--- src/rtl/e1fa_pkg.sv ---
package e1fa_pkg;
  typedef enum logic [1:0] {
    ST_HUNT = 2'd0,
    ST_NFAS = 2'd1,
    ST_FAS2 = 2'd2,
    ST_SYNC = 2'd3
  } fa_state_t;
endpackage

--- src/rtl/e1fa_pos_ctr.sv ---
module e1fa_pos_ctr #(
  parameter int FRAME_BITS = 256,
  parameter int LOAD_POS   = 7,
  localparam int POS_W     = $clog2(FRAME_BITS)
) (
  input  logic             clk,
  input  logic             rst,
  input  logic             adv,
  input  logic             load,
  output logic [POS_W-1:0] pos_q,
  output logic             frm_q,
  output logic [POS_W-1:0] pos_nx,
  output logic             frm_nx
);
  logic last_bit;

  assign last_bit = (pos_q == POS_W'(FRAME_BITS - 1));

  always_comb begin
    if (load) begin
      pos_nx = POS_W'(LOAD_POS);
      frm_nx = 1'b1;
    end else begin
      pos_nx = last_bit ? '0 : pos_q + POS_W'(1);
      frm_nx = last_bit ? ~frm_q : frm_q;
    end
  end

  always_ff @(posedge clk) begin
    if (rst) begin
      pos_q <= '0;
      frm_q <= 1'b0;
    end else if (adv) begin
      pos_q <= pos_nx;
      frm_q <= frm_nx;
    end
  end

  // idle cycles hold the position
  a_r2_hold_when_idle: assert property (@(posedge clk) disable iff (rst)
    !adv |=> $stable(pos_q));
endmodule

--- src/rtl/e1fa_fas_det.sv ---
module e1fa_fas_det #(
  parameter int              FAS_LEN  = 7,
  parameter logic [FAS_LEN-1:0] FAS_WORD = 7'b0011011
) (
  input  logic clk,
  input  logic rst,
  input  logic adv,
  input  logic din,
  output logic win_eq
);
  logic [FAS_LEN-2:0] hist_q;
  logic [FAS_LEN-1:0] window;

  assign window = {hist_q, din};
  assign win_eq = (window == FAS_WORD);

  always_ff @(posedge clk) begin
    if (rst) hist_q <= '1;
    else if (adv) hist_q <= window[FAS_LEN-2:0];
  end
endmodule

--- src/rtl/e1fa_err_mon.sv ---
module e1fa_err_mon #(
  parameter int LOSS_N  = 3,
  parameter int GROUP_N = 16,
  localparam int CON_W  = $clog2(LOSS_N + 1),
  localparam int GRP_W  = $clog2(GROUP_N)
) (
  input  logic clk,
  input  logic rst,
  input  logic chk,
  input  logic ok,
  output logic lose,
  output logic fas_err_q,
  output logic err_flag_q
);
  logic [CON_W-1:0] con_q;
  logic [GRP_W-1:0] grp_q;
  logic             bad;

  assign bad  = chk && !ok;
  assign lose = bad && (con_q == CON_W'(LOSS_N - 1));

  always_ff @(posedge clk) begin
    if (rst) begin
      con_q      <= '0;
      grp_q      <= '0;
      fas_err_q  <= 1'b0;
      err_flag_q <= 1'b0;
    end else begin
      fas_err_q <= bad;
      if (chk) begin
        if (ok || lose) con_q <= '0;
        else            con_q <= con_q + CON_W'(1);
      end
      if (bad) begin
        if (grp_q == GRP_W'(GROUP_N - 1)) begin
          grp_q      <= '0;
          err_flag_q <= ~err_flag_q;
        end else begin
          grp_q <= grp_q + GRP_W'(1);
        end
      end
    end
  end

  // the flag only moves together with an error pulse
  a_r9_flag_with_err: assert property (@(posedge clk) disable iff (rst)
    !$stable(err_flag_q) |-> fas_err_q);
  // a good word leaves no error pulse in the next cycle
  a_r10_good_no_pulse: assert property (@(posedge clk) disable iff (rst)
    (chk && ok) |=> !fas_err_q);
endmodule

--- src/rtl/e1_frame_align.sv ---
module e1_frame_align #(
  parameter int                 TS_COUNT = 32,
  parameter int                 TS_BITS  = 8,
  parameter int                 FAS_LEN  = 7,
  parameter logic [FAS_LEN-1:0] FAS_WORD = 7'b0011011,
  parameter int                 NFAS_POS = 1,
  parameter int                 LOSS_N   = 3,
  parameter int                 GROUP_N  = 16,
  localparam int                FRAME_BITS = TS_COUNT * TS_BITS,
  localparam int                POS_W    = $clog2(FRAME_BITS),
  localparam int                TS_W     = $clog2(TS_COUNT),
  localparam int                BIT_W    = $clog2(TS_BITS)
) (
  input  logic             clk,
  input  logic             rst,
  input  logic             rx_vld,
  input  logic             rx_bit,
  output logic             in_sync,
  output logic [TS_W-1:0]  ts_cnt,
  output logic [BIT_W-1:0] bit_cnt,
  output logic             frame_start,
  output logic             fas_err,
  output logic             err_flag
);
  import e1fa_pkg::*;

  localparam int FAS_POS = TS_BITS - 1;

  fa_state_t        state_q, state_nx;
  logic [POS_W-1:0] pos_q, pos_nx;
  logic             frm_q, frm_nx;
  logic             win_eq, load, at_fas, chk, lose;

  assign load   = rx_vld && (state_q == ST_HUNT) && win_eq;
  assign at_fas = (pos_nx == POS_W'(FAS_POS)) && frm_nx;
  assign chk    = rx_vld && (state_q == ST_SYNC) && at_fas;

  e1fa_pos_ctr #(.FRAME_BITS(FRAME_BITS), .LOAD_POS(FAS_POS)) u_pos (
    .clk(clk), .rst(rst), .adv(rx_vld), .load(load),
    .pos_q(pos_q), .frm_q(frm_q), .pos_nx(pos_nx), .frm_nx(frm_nx)
  );

  e1fa_fas_det #(.FAS_LEN(FAS_LEN), .FAS_WORD(FAS_WORD)) u_det (
    .clk(clk), .rst(rst), .adv(rx_vld), .din(rx_bit), .win_eq(win_eq)
  );

  e1fa_err_mon #(.LOSS_N(LOSS_N), .GROUP_N(GROUP_N)) u_err (
    .clk(clk), .rst(rst), .chk(chk), .ok(win_eq), .lose(lose),
    .fas_err_q(fas_err), .err_flag_q(err_flag)
  );

  always_comb begin
    state_nx = state_q;
    unique case (state_q)
      ST_HUNT: if (load) state_nx = ST_NFAS;
      ST_NFAS: if (rx_vld && pos_nx == POS_W'(NFAS_POS))
                 state_nx = rx_bit ? ST_FAS2 : ST_HUNT;
      ST_FAS2: if (rx_vld && at_fas)
                 state_nx = win_eq ? ST_SYNC : ST_HUNT;
      ST_SYNC: if (lose) state_nx = ST_HUNT;
      default: state_nx = ST_HUNT;
    endcase
  end

  always_ff @(posedge clk) begin
    if (rst) begin
      state_q     <= ST_HUNT;
      in_sync     <= 1'b0;
      frame_start <= 1'b0;
    end else begin
      state_q     <= state_nx;
      in_sync     <= (state_nx == ST_SYNC);
      frame_start <= rx_vld && (pos_nx == '0) && (state_nx == ST_SYNC);
    end
  end

  assign ts_cnt  = pos_q[POS_W-1:BIT_W];
  assign bit_cnt = pos_q[BIT_W-1:0];

  // lock only drops with an error pulse
  a_r8_drop_with_err: assert property (@(posedge clk) disable iff (rst)
    $fell(in_sync) |-> fas_err);
  // frame pulse only at position zero while locked
  a_r6_start_at_zero: assert property (@(posedge clk) disable iff (rst)
    frame_start |-> (in_sync && ts_cnt == '0 && bit_cnt == '0));
  // error pulses only follow a locked cycle
  a_r7_err_when_locked: assert property (@(posedge clk) disable iff (rst)
    fas_err |-> $past(in_sync));
  // lock is entered only from the confirming check
  a_r5_lock_from_check: assert property (@(posedge clk) disable iff (rst)
    $rose(in_sync) |-> $past(state_q == ST_FAS2));
endmodule

--- config.mk ---
export PLATFORM = sky130hd
export DESIGN_NAME = e1_frame_align
export DESIGN_NICKNAME = d
export VERILOG_FILES = /design/src/rtl/e1fa_pkg.sv /design/src/rtl/e1fa_pos_ctr.sv /design/src/rtl/e1fa_fas_det.sv /design/src/rtl/e1fa_err_mon.sv /design/src/rtl/e1_frame_align.sv
export SDC_FILE = /design/constraint.sdc
export NUM_CORES = 1
export LEC_CHECK = 0
export ABC_AREA = 1
export BUFFER_PORTS_ARGS = -buffer_cell sky130_fd_sc_hd__buf_2
export CORE_ASPECT_RATIO = 0.7
export CORE_MARGIN = 2
export CORE_UTILIZATION = 42
export CTS_CLUSTER_DIAMETER = 100
export DETAILED_ROUTE_END_ITERATION = 8
export GPL_TIMING_DRIVEN = 0
export PLACE_DENSITY_LB_ADDON = 0.15
export SYNTH_ARGS = -nofsm -noshare
export SYNTH_HDL_FRONTEND = slang
export SYNTH_SLANG_ARGS = --single-unit
--- constraint.sdc ---
create_clock -name clk -period 3.55 [get_ports clk]
set_input_delay 0.5325 -clock clk [delete_from_list [all_inputs] [get_ports clk]]
set_output_delay 0.5325 -clock clk [all_outputs]
set_load 0.02 [all_outputs]
After elaboration in Yosys (flattened, before gate mapping)
Index checks and enable logic that the tools add are counted.

Bits of input ports: 4. Output and inout port bits: 12. Flip-flop bits (word level): 27.

Muxes and demuxes: 13. Eq/ne operators: 10. Reductions and logical operators: 16. $add $sub $neg: 3. Bitwise operators: 2.

Operators by type and width (number): 8-bit two-way mux (2); 2-bit two-way mux (7); 1-bit logical AND (11); 8-bit by 1-bit adder with 8-bit output, second input constant (1); 2-bit equality test, second input constant (4); 8-bit by 1-bit equality test with 1-bit output, second input constant (1); 8-bit by 3-bit equality test with 1-bit output, second input constant (1); 8-bit equality test, second input constant (1); 8-bit logical NOT (1); 2-bit one-hot mux with 4 select lines (1); 7-bit by 5-bit equality test with 1-bit output, second input constant (1); 4-bit by 1-bit adder with 4-bit output, second input constant (1); 4-bit equality test, second input constant (1); 4-bit two-way mux (1); 2-bit by 1-bit adder with 2-bit output, second input constant (1); 2-bit by 1-bit equality test with 1-bit output, second input constant (1); 2-bit logical NOT (1); 1-bit two-way mux (2); 1-bit inverter (2); 2-bit AND reduction (1); 1-bit logical NOT (1); 1-bit logical OR (1).

Depth between registers and ports, before layout
Depth after elaboration: 13. Mapped depth: 17. Mapped depth without buffers: 17.

Cells and area by module
From an unflattened synthesis, not the netlist that was laid out.

Cell total of the unflattened synthesis: 221. Area, all modules: 1478.9 um^2.

Modules (own cells, without submodules): e1fa_pos_ctr (area each 555.5 um^2, times used 1, cells each 89); e1fa_err_mon (area each 359.1 um^2, times used 1, cells each 49); e1_frame_align (area each 334.1 um^2, times used 1, cells each 50); e1fa_fas_det (area each 230.2 um^2, times used 1, cells each 33).

Least setup slack after synthesis
OpenSTA, ideal clock, no wires.

Path type: flip-flop to flip-flop. Start: register u_pos.pos_q[1]. End: register u_err.err_flag_q. Library setup time: 0.071 ns. Arrival: 1.880 ns. Stages on the path, launching flop included: 16. Path slack: 1.599 ns. Path through: dfxtp_1 > ha_1 > nand2_1 > nor2_2 > inv_1 > nand2_1 > inv_1 > nand2_1 > inv_1 > nor2_1 > nand2_1 > nor2_4 > nand3_4 > clkinv_2 > nand3b_1 > a21oi_1.

Longest elaborated chain between the ends: 8.

Ends and longest elaborated chain: start: declaration (RTL line e1fa_pos_ctr.sv:10) `output logic [POS_W-1:0] pos_q,`; start signal: assignment (RTL line e1fa_pos_ctr.sv:34) `pos_q <= pos_nx;`; 8-bit by 1-bit adder with 8-bit output or 8-bit equality test (tied branches) (RTL line e1fa_pos_ctr.sv:24, e1fa_pos_ctr.sv:17); 8-bit two-way mux (RTL line e1fa_pos_ctr.sv:24) `pos_nx = last_bit ? '0 : pos_q + POS_W'(1);`; 8-bit two-way mux (RTL line e1fa_pos_ctr.sv:20) `if (load) begin`; 8-bit by 3-bit equality test with 1-bit output (RTL line e1_frame_align.sv:35) `assign at_fas = (pos_nx == POS_W'(FAS_POS)) && frm_nx;`; 1-bit logical AND (*) (RTL line e1_frame_align.sv:35); 1-bit logical AND (*) (RTL line e1_frame_align.sv:36) `assign chk = rx_vld && (state_q == ST_SYNC) && at_fas;`; 1-bit logical AND (*) (RTL line e1fa_err_mon.sv:19) `assign bad = chk && !ok;`; 2-bit AND reduction (no source line) (*); end signal: assignment (RTL line e1fa_err_mon.sv:37) `err_flag_q <= ~err_flag_q;`; end: declaration (RTL line e1fa_err_mon.sv:13) `output logic err_flag_q`.

Every way passes the cells marked *; elsewhere a longest branch is shown, timed or not. A chain may end at the register's enable or synchronous reset.

Final worst setup path
Start: register u_pos.pos_q[1]. End: register frame_start.

Longest elaborated chain between the ends: 12.

Ends and longest elaborated chain: 8-bit by 1-bit adder with 8-bit output or 8-bit equality test (tied branches) (RTL line e1fa_pos_ctr.sv:24, e1fa_pos_ctr.sv:17); 8-bit two-way mux (RTL line e1fa_pos_ctr.sv:24); 8-bit two-way mux (RTL line e1fa_pos_ctr.sv:20); 8-bit by 3-bit equality test with 1-bit output (RTL line e1_frame_align.sv:35); 1-bit logical AND (RTL line e1_frame_align.sv:35); 1-bit logical AND (RTL line e1_frame_align.sv:36); 1-bit logical AND (RTL line e1fa_err_mon.sv:19); 1-bit logical AND (RTL line e1fa_err_mon.sv:20) `assign lose = bad && (con_q == CON_W'(LOSS_N - 1));`; 2-bit two-way mux (RTL line e1_frame_align.sv:60) `ST_SYNC: if (lose) state_nx = ST_HUNT;`; 2-bit one-hot mux with 4 select lines (RTL line e1_frame_align.sv:54) `unique case (state_q)`; 2-bit equality test (RTL line e1_frame_align.sv:73) `frame_start <= rx_vld && (pos_nx == '0) && (state_nx == ST_SYNC);`; 1-bit logical AND (*) (RTL line e1_frame_align.sv:73); end signal: assignment (RTL line e1_frame_align.sv:73); end: declaration (RTL line e1_frame_align.sv:21) `output logic frame_start,`.

Marks and branches as above.

==> qor.txt <==
Final period util: 60.0%
CP peak stage delay: 0.40 ns
Biggest area consumer among synthesized cells: dfxtp_1
Critical path class: flop to flop
GRT Residual Overflow: 0
Final wirelength: 3300 um
Routed via count: 1391
Synthesis-stage register bit count: 27
Maximum vdd ir drop: 221 uV
Port Buf Inserts: 15
Relative slew slack: 65.6%
Leakage power: 0.785 nW
Final setup violation count: 0
Compound-Gate Fraction of Synth Area: 13.3%
Hold Path Depth: 2
Reg-to-reg critical path startpoint: u_pos.pos_q[1]
Mean routed wirelength per cell: 11.4 um
Vias in the first global route: 1145
Post-CTS sizing: 0
Combinational family with the most area after synthesis: simple AND/OR/NAND/NOR gates
Simple logic cell fraction of the synthesized area: 35.5%
Final count of pins violating max slew: 0
Worst Setup SP: u_pos.pos_q[1]
H-tree depth: 1
Area Overhead vs Synth: 12.2%
Fmax: 469 MHz
R2r setup slk: 1.42 ns
Cts bufs inserted: 3
Setup TNS Final: 0 ns
GRT Overall Usage: 18.9%
Sequential fraction of the synthesis area: 36.9%
Initial drt markers: 98
Yosys cell types: 26
Unrepaired setup endpoints after global routing: false
Final worst slack: 1.42 ns
Worst Path Arrival: 2.31 ns
Measured slew at the worst slew-check pin: 0.516 ns
Layout net count: 250
Antenna Nets Post-Route: 0
Core footprint: 0.00323 mm2
First-pass GRT wire length: 5560 um
Clk sinks: 27
R2R Path End: frame_start
Crit path max fanout: 5
Clk buf depth: 2
Most common cell after layout, fill and taps aside: nand2_1
Hold WC Path Type: flop to flop
Reg clk slew, reported paths: 0.10 ns
Startpoint types: flop
# DRC: 0
Synth top area share: 36.9%
Post-layout min period: 2.13 ns
Clock Skews: 0.00946 ns
Worst-skew pair later-pin latency: 0.28 ns
Tot Pwr: 583 uW
PD cells: 354 mW/mm2
Routability cong.: 0.852
N_diodes: 0
CTS tree: done
Max cap viols: 0
Largest net degree at the start of global routing: 15
Most frequent CP cell: nand2_1
Cell Area, Synth: 0.00147 mm2
Worst hold path endpoint: u_err.con_q[1]
Initial core utilization: 45.4%
TritonRoute pass-1 iters: 5
Syn avg cell area: 6.58 um2
Post-Synth XOR/XNOR Area: 1.19%
Top post-synthesis cells by area: dfxtp_1, nand2_1, inv_1
Status: finished, final reports clean
Via density per instance: 4.81
Worst hold start: u_err.con_q[1]
WP buf/inv: 3
Die Ht: 53.4 um
Dpl ws: 1.31 ns
Multiplexer share of the synthesized area: 0%
FP Rows: 17
Final Hold Fails: 0
Number of fill cells: 339
CP required: 3.73 ns
Crit. End Element: flop
Die ar.: 0.00399 mm2
Post-Syn Instances: 223
Initial antenna violation count: 0
Layout cell share with drive strength beyond 1: 11.6%
Synthesized net count: 230
Yosys Warn Count: 0
Post-CTS setup buffers: 0
Top Ports: 16
Hold buffers post-CTS: 0
CP max-delay cell: dfxtp_1
Adder-cell share of the synthesized area: 2.56%
Most frequent cells in the layout: nand2_1, inv_1, nor2_1
Die W: 74.6 um
Root buffer cell: clkbuf_8
CP top delay family: simple AND/OR/NAND/NOR gates
Post-DP HPWL: 2490 um
CP cell instances: ha_1 -> nand2_1 -> nor2_2 -> inv_1 -> nand2_1 -> inv_1 -> nand2_1 -> inv_1 -> nor2_1 -> nand2_1 -> nor2_4 -> nand4_1 -> nand2_1 -> nand2_1 -> nand2_1 -> nor2_1
FF-to-FF path depth: 16
[cells in the mapped netlist]
| cell type | n |
|---|---|
| o21ai_0 | 11 |
| nor2_1 | 28 |
| nand2_2 | 1 |
| o21ai_1 | 3 |
| nor3_2 | 1 |
| nand3b_1 | 3 |
| nand3_4 | 1 |
| buf_6 | 1 |
| inv_1 | 31 |
| nand4_1 | 4 |
| clkinv_2 | 1 |
| clkbuf_1 | 5 |
| nand3_1 | 18 |
| a21oi_1 | 16 |
| inv_2 | 1 |
| xor2_1 | 1 |
| ha_1 | 3 |
| dfxtp_1 | 27 |
| nand3_2 | 1 |
| nor2_4 | 1 |
| nand2_1 | 56 |
| o21bai_1 | 1 |
| xnor2_1 | 1 |
| a211oi_1 | 1 |
| o211ai_1 | 4 |
| nor2_2 | 2 |
[cell type report]
type	instances	area, um2	share of cell area, %
Inverter	33	125	7.60
Multi-Input combinational cell	157	771	46.8
Buffer	6	30.0	1.83
Timing Repair Buffer	15	75.1	4.56
Clock buffer	4	45.0	2.74
Sequential cell	27	541	32.9
Tap cell	47	58.8	3.57
[tightest hold or removal path, stage by stage, from the launching register on]
cell and delay, ns:
dfxtp_1 0.33, nand2_1 0.06, a21oi_1 0.05
[routing by layer]
metal  vias up  GRT usage, %  wire (um)
met4         0          2.68         10
met2        35          24.2       1240
met1       600          31.1       1840
li1        754             -          -
met5         -             0          0
met3         2          4.57        209
[state kept, by name (all words and copies together) (netlist names)]
name and cells:
u_err.con_q 2, u_pos.frm_q 1, state_q 2, u_err.err_flag_q 1, u_pos.pos_q 8, in_sync 1
u_det.hist_q 6, frame_start 1, u_err.grp_q 4, u_err.fas_err_q 1
[logic make-up after synthesis]
family	after synthesis
XOR/XNOR	2
AO/OA/AOI/OAI	36
buffers and inverters	39
adder cells (fa/ha/maj)	3
AND/OR/NAND/NOR	116
flip-flops	27
[worst max-delay path by stage]
stage	end	cells past startpoint	slack, ns
after floorplan	u_err.err_flag_q	15	1.60
after global placement	u_err.err_flag_q	14	1.30
after detailed placement	u_err.err_flag_q	14	1.31
after CTS	u_err.grp_q[0]	12	1.42
after global routing	u_err.con_q[0]	15	1.17
final	frame_start	16	1.42
[power by group]
group          internal, mW  leakage, nW  total [mW]  switching (mW)
Combinational        0.0256        0.541      0.0775          0.0519
Sequential            0.314        0.221       0.325          0.0109
Clock                0.0806       0.0228       0.180          0.0999
[through the flow]
| stage | cell area [um2] | util [%] | instances | hold WS [ns] |
|---|---|---|---|---|
| after floorplan | 1470 | - | 223 | 0.447 |
| after global placement | 1600 | 49.5 | 285 | 0.459 |
| after detailed placement | 1600 | 49.5 | 285 | 0.463 |
| after CTS | 1650 | 50.9 | 289 | 0.479 |
| after global routing | 1650 | 50.9 | 289 | 0.504 |
| final | 1650 | 50.9 | 289 | 0.478 |
No activity file was read; power rests on OpenSTA's default activity.
